## src/rtl/wdl_pkg.sv

```systemverilog
package wdl_pkg;

    localparam int RES_W = 13;
    localparam int CFG_W = RES_W + 1;

    typedef logic signed [RES_W-1:0] res_t;

    typedef struct packed {
        logic                    above;
        logic signed [RES_W-1:0] level;
    } lim_cfg_t;

    function automatic logic lim_hit(input res_t v, input lim_cfg_t c);
        res_t lvl;
        lvl = c.level;
        return c.above ? (v > lvl) : (v < lvl);
    endfunction

endpackage

```

## src/rtl/wdl_limit_check.sv

```systemverilog
module wdl_limit_check
    import wdl_pkg::*;
#(
    parameter int N_SLOT = 8,
    localparam int SW    = $clog2(N_SLOT)
) (
    input  logic            fire,
    input  res_t            value,
    input  logic [SW-1:0]   slot,
    input  lim_cfg_t        cfg [N_SLOT],
    output logic [N_SLOT-1:0] trip
);

    always_comb begin
        trip = '0;
        if (fire && lim_hit(value, cfg[slot]))
            trip[slot] = 1'b1;
    end

endmodule

```

## src/rtl/wdl_status_reg.sv

```systemverilog
module wdl_status_reg #(
    parameter int W = 16
) (
    input  logic         clk,
    input  logic         rst,
    input  logic [W-1:0] set_vec,
    input  logic         clr,
    output logic [W-1:0] q
);

    always_ff @(posedge clk) begin
        if (rst)
            q <= '0;
        else
            q <= (clr ? '0 : q) | set_vec;
    end

    // bits persist without a read
    p_sticky_r7: assert property (@(posedge clk) disable iff (rst)
        !clr |=> ((q & $past(q)) == $past(q)));

    // a read with no trip empties the word
    p_clear_r8: assert property (@(posedge clk) disable iff (rst)
        (clr && set_vec == '0) |=> (q == '0));

    // a trip coinciding with a read survives it
    p_trip_wins_r9: assert property (@(posedge clk) disable iff (rst)
        (clr && set_vec != '0) |=> (q == $past(set_vec)));

endmodule

```

## src/rtl/wdog_limit_status.sv

```systemverilog
module wdog_limit_status
    import wdl_pkg::*;
#(
    parameter int N_SLOT = 8,
    localparam int SW    = $clog2(N_SLOT),
    localparam int N_LIM = 2,
    localparam int ST_W  = N_LIM * N_SLOT
) (
    input  logic                    clk,
    input  logic                    rst,
    input  logic                    res_vld,
    input  logic [RES_W-1:0]        res_value,
    input  logic [SW-1:0]           res_slot,
    input  logic                    res_watch,
    input  logic [N_SLOT*CFG_W-1:0] lim_a_cfg,
    input  logic [N_SLOT*CFG_W-1:0] lim_b_cfg,
    input  logic                    stat_rd,
    output logic [ST_W-1:0]         stat_word
);

    lim_cfg_t             cfg [N_LIM][N_SLOT];
    logic [N_SLOT-1:0]    trip [N_LIM];
    logic [ST_W-1:0]      set_vec;
    logic                 fire;

    assign fire = res_vld && res_watch;

    genvar gl, gs;
    generate
        for (gs = 0; gs < N_SLOT; gs++) begin : g_unpack
            assign cfg[0][gs] = lim_a_cfg[gs*CFG_W +: CFG_W];
            assign cfg[1][gs] = lim_b_cfg[gs*CFG_W +: CFG_W];
        end
        for (gl = 0; gl < N_LIM; gl++) begin : g_lim
            wdl_limit_check #(.N_SLOT(N_SLOT)) u_chk (
                .fire  (fire),
                .value (res_t'(res_value)),
                .slot  (res_slot),
                .cfg   (cfg[gl]),
                .trip  (trip[gl])
            );
            assign set_vec[gl*N_SLOT +: N_SLOT] = trip[gl];
        end
    endgenerate

    wdl_status_reg #(.W(ST_W)) u_stat (
        .clk     (clk),
        .rst     (rst),
        .set_vec (set_vec),
        .clr     (stat_rd),
        .q       (stat_word)
    );

    logic [ST_W-1:0] slot_mask;
    always_comb begin
        slot_mask = '0;
        slot_mask[res_slot]          = 1'b1;
        slot_mask[N_SLOT + res_slot] = 1'b1;
    end

    // unwatched or absent results leave the word untouched
    p_ignore_r6: assert property (@(posedge clk) disable iff (rst)
        (!fire && !stat_rd) |=> $stable(stat_word));

    // a result only adds bits belonging to its own slot
    p_own_slot_r2: assert property (@(posedge clk) disable iff (rst)
        (!stat_rd) |=> ((stat_word & ~$past(stat_word) & ~$past(slot_mask)) == '0));

    // any trip appears right after the sampling edge
    p_latency_r10: assert property (@(posedge clk) disable iff (rst)
        (set_vec != '0) |=> ((stat_word & $past(set_vec)) == $past(set_vec)));

endmodule

```

## config.mk

```make
export PLATFORM = sky130hd
export DESIGN_NAME = wdog_limit_status
export DESIGN_NICKNAME = d
export VERILOG_FILES = /design/src/rtl/wdl_pkg.sv /design/src/rtl/wdl_limit_check.sv /design/src/rtl/wdl_status_reg.sv /design/src/rtl/wdog_limit_status.sv
export SDC_FILE = /design/constraint.sdc
export NUM_CORES = 1
export LEC_CHECK = 0
export CAP_MARGIN = 10
export CORE_AREA = 2 2 102 104
export CTS_CLUSTER_DIAMETER = 100
export DETAILED_ROUTE_END_ITERATION = 16
export DIE_AREA = 0 0 104 106
export PLACE_DENSITY = 0.69
export SLEW_MARGIN = 20
export SYNTH_ARGS = -nofsm -noshare
export SYNTH_HDL_FRONTEND = slang
export SYNTH_SLANG_ARGS = --single-unit
```

## constraint.sdc

```tcl
create_clock -name clk -period 4.6 [get_ports clk]
set_input_delay 1.15 -clock clk [delete_from_list [all_inputs] [get_ports clk]]
set_output_delay 1.15 -clock clk [all_outputs]
set_load 0.05 [all_outputs]
```

* Word-level counts from Yosys, hierarchy flattened *
Cells that the tools add are included.

operators by class
  magnitude comparators = 7
  bitwise gates (word level) = 2
  muxes and demuxes = 13
  reductions and logical operators = 4

operators with widths
  kind                                                               number
  binary-select mux 14 bit (select 3 bit)                            2
  2-to-1 mux 14 bit                                                  4
  > comparator 13 bit                                                2
  < comparator 13 bit                                                2
  2-to-1 mux 16 bit                                                  1
  2-to-1 mux 8 bit                                                   2
  bitwise OR 16 bit                                                  1
  greater-or-equal comparator 4 bit, second input constant           1
  logical AND 1 bit                                                  4
  < comparator 3 x 4 -> 1 bit, second input constant                 1
  NOT 3 -> 4 bit                                                     1
  demux 1 bit (select 3 bit)                                         1
  greater-or-equal comparator 3 x 1 -> 1 bit, second input constant  1
  2-to-1 mux 1 bit                                                   3

storage, ports and cells
  output and inout port bits = 16
  register bits = 16
  logic and storage cells = 27
  bits of input ports = 245

* Logic depth before layout (Yosys ltp) *
  depth after elaboration = 9
  gate-level depth with buffers = 14
  mapped depth without buffers = 12

* Hierarchy *
From an unflattened synthesis, not the netlist that was laid out.

unflattened totals
  cells, all modules = 417
  area total of the unflattened synthesis = 3,467.1 um^2

modules (own cells, without submodules)
  module                            seq. area each (um^2)  area each (um^2)  times used  cells each
  wdl_limit_check (g_lim[0].u_chk)  0.0                    1,457.6           1           171
  wdl_limit_check (g_lim[1].u_chk)  0.0                    1,410.1           1           178
  wdl_status_reg                    320.3                  593.1             1           67
  wdog_limit_status                 0.0                    6.3               1           1

* Worst setup path after synthesis *
OpenSTA, ideal clock, no wires.

  path type = input port to flip-flop
  start = in res_slot[1]
  end = reg u_stat.q[10]
  buffers on the path = 3
  stages on the path = 14
  setup time = 0.096 ns
  arrival = 4.084 ns
  required time = 4.504 ns
  slack = 0.420 ns
  cells stage by stage = buf_4 nand2b_1 buf_4 nor2_2 clkbuf_1 a22oi_1 and3_1 ha_1 a21oi_1 a21boi_0 o31a_1 a2111oi_2 mux2_4 o41ai_2

on the way
  word-level cells in the longest chain between the ends = 9
  elaborated cells between the ends (all ways) = 15
  those cells by class = order compare: 4; mux: 7; bitwise: 2; reduce/logical: 2

ends and longest elaborated chain
  element                                                     line                     source
  from (decl)                                                 wdog_limit_status.sv:13  input logic [SW-1:0] res_slot,
  NOT 3 -> 4 bit (not written as such)                        wdl_limit_check.sv:16    if (fire && lim_hit(value, cfg[slot]))
  binary-select mux 14 bit (select 3 bit)                     wdl_limit_check.sv:16
  2-to-1 mux 14 bit (not written as such) (2 in a row)        wdl_limit_check.sv:16
  < comparator 13 bit or > comparator 13 bit (tied branches)  wdl_pkg.sv:16            return c.above ? (v > lvl) : (v < lvl);
  2-to-1 mux 1 bit                                            wdl_pkg.sv:16
  logical AND 1 bit                                           wdl_limit_check.sv:16
  2-to-1 mux 8 bit (*)                                        wdl_limit_check.sv:16
  bitwise OR 16 bit (*)                                       wdl_status_reg.sv:15     q <= (clr ? '0 : q) | set_vec;
  to (signal assigned)                                        wdl_status_reg.sv:15
  to (decl)                                                   wdl_status_reg.sv:8      output logic [W-1:0] q

Mark *: on every way between the ends. The rest lies on a longest branch, timed or not. The select of a mux whose other input is x is not followed.
A chain may end at the register's enable or synchronous reset.

* Final worst setup path *
  start = in res_slot[2]
  end = reg u_stat.q[11]

Same word-level chain as after synthesis.

==> out/results.ini <==
[synthesis]
synthFlopType = dfxtp_1
ys_ff_latch = 16
synth_top_area_share = 0.258
synth_area_leaders = a22oi_1, ha_1, dfxtp_1
synth_warnings = 0
synth_seq_area_share = 0.125
synthCells = 308
async_reset_ff_frac = 0
synth.distinct_cells = 44
syn_area_mm2 = 0.00256
synth_fp_nets = 579
yosysTopAreaCell = a22oi_1
syn_avg_cell_area_um2 = 8.33
synth-edff-count = 0

[sta]
setup-violations-final = 0
rsz0062_at_grt = false
hold_viol = 0
slew_violations = 0
relSlewSlack = 0.592
finClkSkew_ns = 0
tns_ns = 0
fin_crit_sh = 0.948
tightestPinTransition_ns = 0.611
final.min_clock_period_ns = 4.36
clock.fmax_mhz = 229

[place]
place_hpwl_mm = 12.3
io_buffer_count = 260
dp_cells = 710
gp_congestion = 0.948

[worst_setup_path]
rr_endpoint = u_stat.q[11]
worst-r2r-cell-count = 2
crit_path_end_kind = flop
worst-endpoint-required_ns = 4.74
arrival_ns = 4.50
worstReg2RegStart = u_stat.q[11]
path_max_fanout = 12
rrSetupSlack_ns = 3.61
startpoint_type = primary input
critical_path_class = primary input to flop

[power_and_ir_drop]
p_sw_frac = 0.316
switchingPower_mw = 0.233
internal_power_mw = 0.506
clock_power_share = 0.139
p_leak_nw = 2.01
peakVddDrop_mv = 0.0681
power_density_mw_per_mm2 = 132
pwr-share-comb = 0.669
finalPower_mw = 0.739
seqPwrFrac = 0.192

[cts]
post_cts_buffers = 0
clkLatencyLatePin_ns = 0.24
cts_resized = 0
numCtsBuffers = 3
htree_levels = 1
cts_buffer_depth = 2
cts.clk_slew.worst_paths_ns = 0.06
clockRootBuffer = clkbuf_8
cts.sinks = 16
ctsHoldBuffers = 0
cts_tree = yes

[drt]
antenna_left = 0
routed-via-count = 3857
first_iter_violations = 181
viasPerCell = 5.41
drc = 0
drt_first_pass_iters = 4
totalWireLength_mm = 14.4
avgRoutedWirePerCell_um = 20.2

[cells_and_area]
layout_common_cells = clkdlybuf4s50_1, a22oi_1, ha_1, buf_4, nand2_1
antennaDiodeCount = 0
layoutNonFillerInstCount = 713
fillCellCount = 947
post-route-util = 0.559
drive_above_1_share = 0.107
final_common_cell = clkdlybuf4s50_1
area_delta_synth_final_pct = 118
largest_register = u_stat.q
reg_top3 = u_stat.q: 16 flops
layout.nets = 850
largest_reg_flops = 16

[floorplanning]
die_w_um = 104
start_util = 0.257
core_mm2 = 0.0100
num_io_pins = 261
die_height_um = 106
dieArea_mm2 = 0.0110
num_rows = 37

[grt]
grt_pass1_wl_mm = 21.9
grt-ovfl-total = 0
grt_pass1_vias = 4212
grt_usage = 0.250
grt_max_degree = 22
antenna_found_initial = 0

[outcome]
status = finished, final reports clean

[hold_path]
worstHoldPathType = flop to flop
min_from = u_stat.q[2]
min_to = u_stat.q[2]
hold_path_depth = 2

[job]
maxCapViolCount = 0

[cell families after synthesis]
logic type / count (synthesis) / share of synthesized area
AO/OA/AOI/OAI: 143 / 0.443
XOR/XNOR: 1 / 0.00342
adder cells (fa/ha/maj): 26 / 0.127
buffers and inverters: 30 / 0.0541
flip-flops: 16 / 0.125
multiplexers: 8 / 0.0498
AND/OR/NAND/NOR: 84 / 0.198
[power groups by stage]
stage                     clock, mW  sequential (mW)  combinational (mW)
after global placement            0            0.145               0.487
final                         0.103            0.142               0.494
after detailed placement          0            0.145               0.493
after CTS                     0.104            0.142               0.496
after floorplan                   0            0.152               0.184
after global routing          0.110            0.142               0.535
[worst max-delay path by stage]
stage / from / depth (start not counted) / slack, ns / endpoint
final: res_slot[2] / 14 / 0.24 / u_stat.q[11]
after detailed placement: res_slot[2] / 14 / -0.06 / u_stat.q[11]
after floorplan: res_slot[1] / 14 / 0.42 / u_stat.q[10]
after global routing: res_slot[2] / 14 / 0.06 / u_stat.q[11]
after CTS: res_slot[2] / 14 / 0.21 / u_stat.q[11]
after global placement: res_slot[0] / 13 / 0.09 / u_stat.q[14]
[critical path, cell delays in order]
cell             delay [ns]
clkdlybuf4s50_1        0.53
nand2b_1               0.22
nor2_2                 0.09
buf_4                  0.20
a22o_1                 0.26
a221oi_1               0.20
and3_1                 0.22
ha_1                   0.24
nand4_1                0.13
nor2_1                 0.07
o31a_1                 0.11
a2111oi_2              0.43
mux2_4                 0.40
o41ai_2                0.24
[synthesized netlist by cell type, drive strengths merged, types with 2 or more instances]
| cell type | instances |
|---|---|
| nand3 | 6 |
| o21ai | 8 |
| nor2 | 12 |
| nand4 | 6 |
| dfxtp | 16 |
| nand2b | 4 |
| nand2 | 21 |
| and4 | 16 |
| ha | 26 |
| a221oi | 9 |
| a22o | 8 |
| a22oi | 88 |
| a211oi | 2 |
| mux4 | 2 |
| mux2 | 2 |
| o221ai | 3 |
| a21oi | 6 |
| o32ai | 2 |
| or3b | 6 |
| mux2i | 4 |
| buf | 8 |
| and3 | 10 |
| inv | 6 |
| nor3 | 2 |
| a21o | 4 |
| o41ai | 7 |
| clkbuf | 16 |
[cell type report]
cell class | instances | area [um2] | share of cell area
Tap cell | 136 | 170 | 0.0304
Clock buffer | 3 | 41.3 | 0.00738
Inverter | 6 | 22.5 | 0.00403
Sequential cell | 16 | 320 | 0.0573
Timing Repair Buffer | 290 | 2920 | 0.521
Multi-Input combinational cell | 262 | 2120 | 0.380
[through the flow]
step	area, um2	setup WS [ns]	hold WS [ns]
floorplan	2560	0.420	0.660
global placement	5550	0.0920	0.435
detailed placement	5550	-0.0628	0.441
CTS	5590	0.209	0.450
global route	5590	0.0625	0.467
finish	5590	0.237	0.445
[metal layers]
| layer | wire length, um | vias up | GRT usage |
|---|---|---|---|
| li1 | - | 1835 | - |
| met1 | 5510 | 1779 | 0.278 |
| met2 | 7290 | 206 | 0.464 |
| met3 | 1050 | 37 | 0.0466 |
| met4 | 550 | 0 | 0.107 |
| met5 | 0 | - | 0 |
Note: power is estimated with default switching activity, not from simulation.
